$ cat config.mk
export PLATFORM = sky130hd
export DESIGN_NAME = lcc_cell
export DESIGN_NICKNAME = d
export VERILOG_FILES = /design/src/rtl/lcc_pkg.sv /design/src/rtl/lcc_clk_edge.sv /design/src/rtl/lcc_next_state.sv /design/src/rtl/lcc_out_mux.sv /design/src/rtl/lcc_cell.sv
export SDC_FILE = /design/constraint.sdc
export NUM_CORES = 1
export LEC_CHECK = 0
export CAP_MARGIN = 10
export CORE_AREA = 4 4 41 43
export CTS_CLUSTER_SIZE = 10
export DETAILED_ROUTE_END_ITERATION = 10
export DIE_AREA = 0 0 45 47
export PLACE_DENSITY_LB_ADDON = 0.3
export RECOVER_POWER = 25
export SLEW_MARGIN = 10
export SYNTH_ARGS = -nofsm -noshare
export SYNTH_HDL_FRONTEND = slang
export SYNTH_SLANG_ARGS = --single-unit
$ cat constraint.sdc
create_clock -name clk -period 2.9 [get_ports clk]
set_clock_uncertainty 0.2 [all_clocks]
set_input_delay 0.29 -clock clk [delete_from_list [all_inputs] [get_ports clk]]
set_output_delay 0.29 -clock clk [all_outputs]
set_load 0.005 [all_outputs]
$ cat src/rtl/lcc_pkg.sv
package lcc_pkg;

  localparam int OSEL_W = 2;

  typedef enum logic [1:0] {
    KIND_D  = 2'd0,
    KIND_T  = 2'd1,
    KIND_JK = 2'd2,
    KIND_D2 = 2'd3
  } kind_e;

  typedef enum logic [1:0] {
    CSRC_GLOBAL  = 2'd0,
    CSRC_SUMC    = 2'd1,
    CSRC_SUMD    = 2'd2,
    CSRC_GLOBAL2 = 2'd3
  } csrc_e;

  typedef enum logic [OSEL_W-1:0] {
    OSEL_Q = 2'd0,
    OSEL_A = 2'd1,
    OSEL_B = 2'd2,
    OSEL_C = 2'd3
  } osel_e;

  // Fold the dynamic type control into one effective kind.
  function automatic kind_e resolve_kind(input logic [1:0] cfg, input logic dyn,
                                         input logic alt_jk);
    kind_e k;
    k = kind_e'(cfg);
    if (k == KIND_D2) k = KIND_D;
    if (k == KIND_D && dyn) k = alt_jk ? KIND_JK : KIND_T;
    return k;
  endfunction

endpackage

$ cat src/rtl/lcc_clk_edge.sv
module lcc_clk_edge
  import lcc_pkg::*;
(
  input  logic       clk,
  input  logic       g_clk,
  input  logic       g_clk_neg,
  input  logic       sum_c,
  input  logic       sum_d,
  input  logic [1:0] src,
  input  logic       cell_inv,
  output logic       ev
);

  logic raw_lvl;
  logic eff_lvl;
  logic prev_lvl;

  always_comb begin
    case (csrc_e'(src))
      CSRC_SUMC: raw_lvl = sum_c;
      CSRC_SUMD: raw_lvl = sum_d;
      default:   raw_lvl = g_clk ^ g_clk_neg;
    endcase
    eff_lvl = raw_lvl ^ cell_inv;
  end

  always_ff @(posedge clk) begin
    prev_lvl <= eff_lvl;
  end

  assign ev = eff_lvl & ~prev_lvl;

endmodule

$ cat src/rtl/lcc_next_state.sv
module lcc_next_state
  import lcc_pkg::*;
(
  input  logic  q,
  input  logic  in_a,
  input  logic  in_b,
  input  kind_e kind,
  output logic  q_nxt
);

  always_comb begin
    case (kind)
      KIND_T:  q_nxt = q ^ in_a;
      KIND_JK: begin
        case ({in_a, in_b})
          2'b11:   q_nxt = ~q;
          2'b10:   q_nxt = 1'b1;
          2'b01:   q_nxt = 1'b0;
          default: q_nxt = q;
        endcase
      end
      default: q_nxt = in_a;
    endcase
  end

endmodule

$ cat src/rtl/lcc_out_mux.sv
module lcc_out_mux
  import lcc_pkg::*;
#(
  parameter int NUM_OUT = 2
) (
  input  logic                      q,
  input  logic                      in_a,
  input  logic                      in_b,
  input  logic                      in_c,
  input  logic [NUM_OUT*OSEL_W-1:0] sel,
  output logic [NUM_OUT-1:0]        y
);

  for (genvar i = 0; i < NUM_OUT; i++) begin : g_out
    always_comb begin
      case (osel_e'(sel[i*OSEL_W +: OSEL_W]))
        OSEL_A:  y[i] = in_a;
        OSEL_B:  y[i] = in_b;
        OSEL_C:  y[i] = in_c;
        default: y[i] = q;
      endcase
    end
  end

endmodule

$ cat src/rtl/lcc_cell.sv
module lcc_cell
  import lcc_pkg::*;
#(
  parameter int NUM_OUT = 2
) (
  input  logic                      clk,
  input  logic                      rst,
  input  logic                      g_clk,
  input  logic                      g_clk_neg,
  input  logic                      g_preset,
  input  logic                      g_reset,
  input  logic                      g_regtype,
  input  logic                      sum_a,
  input  logic                      sum_b,
  input  logic                      sum_c,
  input  logic                      sum_d,
  input  logic [1:0]                cfg_kind,
  input  logic                      cfg_alt_jk,
  input  logic [1:0]                cfg_clk_src,
  input  logic                      cfg_clk_inv,
  input  logic                      cfg_b_preset,
  input  logic                      cfg_c_reset,
  input  logic [NUM_OUT*OSEL_W-1:0] cfg_out_sel,
  output logic [NUM_OUT-1:0]        data_out,
  output logic                      oe
);

  logic  q_r;
  logic  q_nxt;
  logic  clk_ev;
  logic  reset_any;
  logic  preset_any;
  kind_e kind_eff;

  assign kind_eff   = resolve_kind(cfg_kind, g_regtype, cfg_alt_jk);
  assign reset_any  = g_reset  | (cfg_c_reset  & sum_c);
  assign preset_any = g_preset | (cfg_b_preset & sum_b);

  lcc_clk_edge u_edge (
    .clk       (clk),
    .g_clk     (g_clk),
    .g_clk_neg (g_clk_neg),
    .sum_c     (sum_c),
    .sum_d     (sum_d),
    .src       (cfg_clk_src),
    .cell_inv  (cfg_clk_inv),
    .ev        (clk_ev)
  );

  lcc_next_state u_ns (
    .q     (q_r),
    .in_a  (sum_a),
    .in_b  (sum_b),
    .kind  (kind_eff),
    .q_nxt (q_nxt)
  );

  always_ff @(posedge clk) begin
    if (rst)             q_r <= 1'b0;
    else if (reset_any)  q_r <= 1'b0;
    else if (preset_any) q_r <= 1'b1;
    else if (clk_ev)     q_r <= q_nxt;
  end

  lcc_out_mux #(.NUM_OUT(NUM_OUT)) u_mux (
    .q    (q_r),
    .in_a (sum_a),
    .in_b (sum_b),
    .in_c (sum_c),
    .sel  (cfg_out_sel),
    .y    (data_out)
  );

  assign oe = sum_d & (csrc_e'(cfg_clk_src) != CSRC_SUMD);

endmodule

# ---- Word-level counts from Yosys, hierarchy flattened
# Index checks and enable logic that the tools add are counted.
dict set report op_classes {
  n_eq_ne 16
  n_mux 10
  n_bitwise 11
  n_reduce_logical 5
}
# operator n
set op_table {}
lappend op_table {{== test 2 bit, second input constant} 9}
lappend op_table {{== test 2 x 1 -> 1 bit, second input constant} 5}
lappend op_table {{case mux 1 bit (3 select lines)} 3}
lappend op_table {{two-way mux 2 bit} 3}
lappend op_table {{!= test 5 x 2 -> 1 bit, second input constant} 1}
lappend op_table {{AND 1 bit} 4}
lappend op_table {{case mux 1 bit (2 select lines)} 2}
lappend op_table {{bitwise XOR 1 bit} 3}
lappend op_table {{logical NOT 2 bit} 1}
lappend op_table {{two-way mux 1 bit} 2}
lappend op_table {{!= test 2 bit, second input constant} 1}
lappend op_table {{NOT 1 bit} 2}
lappend op_table {{OR 1 bit} 2}
lappend op_table {{AND reduction 2 bit} 1}
lappend op_table {{nonzero test 2 bit} 1}
lappend op_table {{OR reduction 2 bit} 1}
lappend op_table {{logical AND 1 bit} 1}
dict set report totals {
  register_bits 2
  inputBits 23
  out_inout_bits 3
  word_cells 44
}

# ---- Longest topological paths before layout
dict set report logic_depth {
  depth_word 9
  mapped_depth 11
  ltp_nobuf 11
}

# ---- By module
# Synthesis repeated with hierarchy kept, for this count alone.
dict set report hier_totals {
  hier_cells 42
  area_unflattened_um2 369.1
}
# module n_inst cells_each area_each_um2 seq_area_each_um2
set by_module_without_submodules {}
lappend by_module_without_submodules {lcc_clk_edge 1 14 130.1 20.0}
lappend by_module_without_submodules {lcc_cell 1 15 125.1 20.0}
lappend by_module_without_submodules {lcc_next_state 1 11 68.8 0.0}
lappend by_module_without_submodules {lcc_out_mux 1 2 45.0 0.0}

# ---- Worst setup path before layout
# No wires, ideal clock.
dict set report synth_path {
  kind {input-to-reg}
  startpoint {input cfg_kind[0]}
  endpoint {register q_r}
  setup_ns 0.125
  arrival_time_ns 1.876
  required_ns 2.575
  slack_ns 0.698
  cell_stages 8
  n_path_buf 0
  path_cell_list {inv_1 -> ha_1 -> nand2_1 -> mux2_2 -> ha_1 -> nor4b_1 -> or4_4 -> mux2i_1}
}
dict set report synth_between {
  elab_chain_cells 9
  elab_cells_between_ends 12
  classes_between {4 x eq/ne; 5 x mux; 3 x reduce/logical}
}
# element line
set synth_rtl {}
lappend synth_rtl {{start, declared} lcc_cell.sv:17} ;# input logic [1:0] cfg_kind,
lappend synth_rtl {{== test 2 bit} lcc_pkg.sv:31} ;# if (k == KIND_D2) k = KIND_D;
lappend synth_rtl {{two-way mux 2 bit *} lcc_pkg.sv:31}
lappend synth_rtl {{logical NOT 2 bit} lcc_pkg.sv:32} ;# if (k == KIND_D && dyn) k = alt_jk ? KIND_JK : KIND_T;
lappend synth_rtl {{logical AND 1 bit} lcc_pkg.sv:32}
lappend synth_rtl {{two-way mux 2 bit *} lcc_pkg.sv:32}
lappend synth_rtl {{== test 2 bit / == test 2 x 1 -> 1 bit (equally long branches)} lcc_next_state.sv:12} ;# case (kind)
lappend synth_rtl {{case mux 1 bit (2 select lines)} lcc_next_state.sv:12}
lappend synth_rtl {{two-way mux 1 bit} lcc_cell.sv:62} ;# else if (clk_ev) q_r <= q_nxt;
lappend synth_rtl {{two-way mux 1 bit} lcc_cell.sv:61} ;# else if (preset_any) q_r <= 1'b1;
lappend synth_rtl {{end signal, assigned} lcc_cell.sv:62}
lappend synth_rtl {{end, declared} lcc_cell.sv:28} ;# logic q_r;
# Every way passes the cells marked *; elsewhere a longest branch is shown, timed or not. The select of a mux whose other input is x is not followed.
# A chain may end at the register's enable or synchronous reset.

# ---- Worst setup path in the final report
# Same ends and word-level chain as after synthesis.

==> flow_summary.toml <==
[sta]
min_period_ns = 2.544
whs_ns = 0.3188
slew_viol_final = 0
grt_setup_unrepaired = "false"
slew_headroom_pct = 77.76
setup_viol = 0
worstMarginPinSlew_ns = 0.3317
fin_setup_tns_ns = 0
finalHoldViolations = 0
fin_crit_sh_pct = 87.73
max_freq_ghz = 0.3931

[global_route]
grt_pass1_wl_mm = 1.524
grt_pass1_vias = 414
grt_max_degree = 9
antenna_found_initial = 0
grt_overflow = 0
grt_use_total_pct = 10.18

[pwr]
total_leakage_power_nw = 0.3404
p_comb_share_pct = 49.8
power_frac_seq_pct = 17.5
peakVddDrop_mv = 0.1777
p_sw_uw = 50.60
sw_frac_of_total_pct = 26.49
powerDensity_nw_per_um2 = 261.9
power.share.clock_pct = 32.7
p_int_uw = 140.4

[outcome]
status = "completed"

[drt]
drt-total-wl_um = 938
wl_met1_um = 371
drt-initial-drc-count = 3
route.met2.wl_um = 399
dr_wl_met3_um = 167
wl_per_cell_um = 10.20
drc = 0
vias = 449
viasPerCell = 4.880
antenna_left = 0
dr.max_layer_used = "met3"
dr.pass1.iters = 4

[cts]
clk_pin_slew_ns = 0.03
clock-sinks = 2
cts-root-buf = "clkbuf_4"
htree_num_levels = 1
clock_latency_ns = 0.23
cts.path.max_buffers = 2
tritoncts = "yes"
cts_resized = 0
ctsHoldBuffers = 0
cts-buffers-inserted = 3
post-cts-setup-buffers = 0

[finish]
final_area_um2 = 729.5
drive_gt1_share_pct = 10.39
layout.area.seq_um2 = 40.04
nets = 111
antenna_cells = 0
syn_to_final_growth_pct = 64.69
nFillCells = 126
multi_input_area_um2 = 367.9

[yosys]
synthCells = 49
synth_top_area_share_pct = 25.42
synth_cell_types = 24
ys_ff_latch = 2
syn_area_per_cell_um2 = 9.039
syn_area_um2 = 442.9
synth_most_common_cell = "ha_1"
ys_seq_area_share_pct = 9.040
synth_ff_type = "dfxtp_1"
synth_nets = 81
synth_top_area_cell = "ha_1"
yosysWarnings = 0
yosys-top-cells-area = "ha_1, mux4_1, dfxtp_1"
async_flop_share_pct = 0
synth-edff-count = 0
synthTopCellsByCount = "ha_1, inv_1, nand2_1"

[worst_setup_path]
endpoint_kind = "flop"
start_kind = "input port"
cpPeakStageDelay_ns = 0.48
critical_path_arrival_ns = 2.45
crit_slowest_cell = "clkdlybuf4s50_1"
path_max_fanout = 3
setup.worst_path.class = "input port to flop"
cp_data_required_time_ns = 2.81
crit_path_frequent_cell = "ha_1"
crit_chain = "clkdlybuf4s50_1 > inv_1 > ha_1 > nand2_1 > mux2_2 > ha_1 > nor4b_1 > or4_4 > mux2i_1"

[floorplanning]
dieWidth_um = 45
ios = 26
die_area_um2 = 2115
die_h_um = 47
num_rows = 13
start_util_pct = 34.04
core_um2 = 1301

[place]
io_buffers = 25
hpwl_um = 795.4
gp_congestion = 0.7431
placed_area_um2 = 711.9

[flow_run]
maxCapViolCount = 0

[hold_path]
hold_path.class = "flop to flop"
==> state kept, by name, indices dropped and copies added, names as in the netlist <==
| signal | flops |
|---|---|
| u_edge.prev_lvl | 1 |
| q_r | 1 |
==> layout make-up <==
class / instances / area share [%]
tap: 15 / 2.573
sequential: 2 / 5.489
inverter: 8 / 4.117
clock buffer: 3 / 3.087
timing repair buffer: 25 / 34.31
multi-input combinational: 39 / 50.43
==> cell usage in the layout, fill, tap and decap left out, drive strengths merged <==
cell type,n
nor4bb,1
or4,1
a22oi,2
clkbuf,3
nor3,1
mux2,2
a21o,1
mux4,2
nor2,2
xnor2,1
dfxtp,2
nor2b,2
ha,9
a211oi,1
or2b,1
o31ai,2
nand2,5
nand2b,1
a21oi,1
inv,8
nor4b,1
clkdlybuf4s50,25
o21a,1
mux2i,2
==> metrics by stage <==
step	worst slack, ns	instances	power, mW	utilization (%)
2_1_floorplan	0.6983	49	0.08227	-
3_3_place_gp	0.1297	89	0.1293	54.71
3_5_place_dp	0.1038	89	0.1305	54.71
4_1_cts	0.3458	92	0.1978	56.44
5_1_grt	0.1606	92	0.2085	56.06
6_report	0.3558	92	0.1910	56.06
==> critical path, delay by kind of cell <==
kind,cells,cell delay (ns)
buffers and inverters,2,0.53
adders and majority gates,2,0.49
and+or+nand+nor,3,0.67
muxes,2,0.48
==> per-layer routing <==
layer	global-route usage, %	up-vias
met5	0	-
met4	7.018	0
met3	5.747	0
met2	16.67	24
met1	9.751	192
li1	-	233
==> cell families (layout without fill, tap and decap cells) <==
family	count (synthesis)	in the layout	share of synthesized area (%)
and+or+nand+nor	15	15	20.06
adders and majority gates	9	9	25.42
AOI/OAI and AO/OA	8	8	14.41
buffers and inverters	8	36	6.780
muxes	6	6	22.32
DFF	2	2	9.040
xor gates and xnor gates	1	1	1.978
==> final timing paths <==
kind | from | slack, ns | cells past startpoint | to
setup / recovery | cfg_kind[0] | 0.36 | 9 | q_r
hold / removal | u_edge.prev_lvl | 0.32 | 2 | q_r
setup reg to reg | q_r | 1.62 | 4 | q_r
hold reg to reg | u_edge.prev_lvl | 0.32 | 2 | q_r
==> power by group through the flow <==
stage | Combinational, mW | Sequential [mW] | Clock, mW
after floorplan | 0.0492 | 0.0331 | 0
after global placement | 0.0957 | 0.0336 | 0
after detailed placement | 0.0967 | 0.0338 | 0
after CTS | 0.0973 | 0.0334 | 0.0670
after global routing | 0.105 | 0.0341 | 0.0695
final | 0.0951 | 0.0334 | 0.0625
No activity file was read; power rests on OpenSTA's default activity.
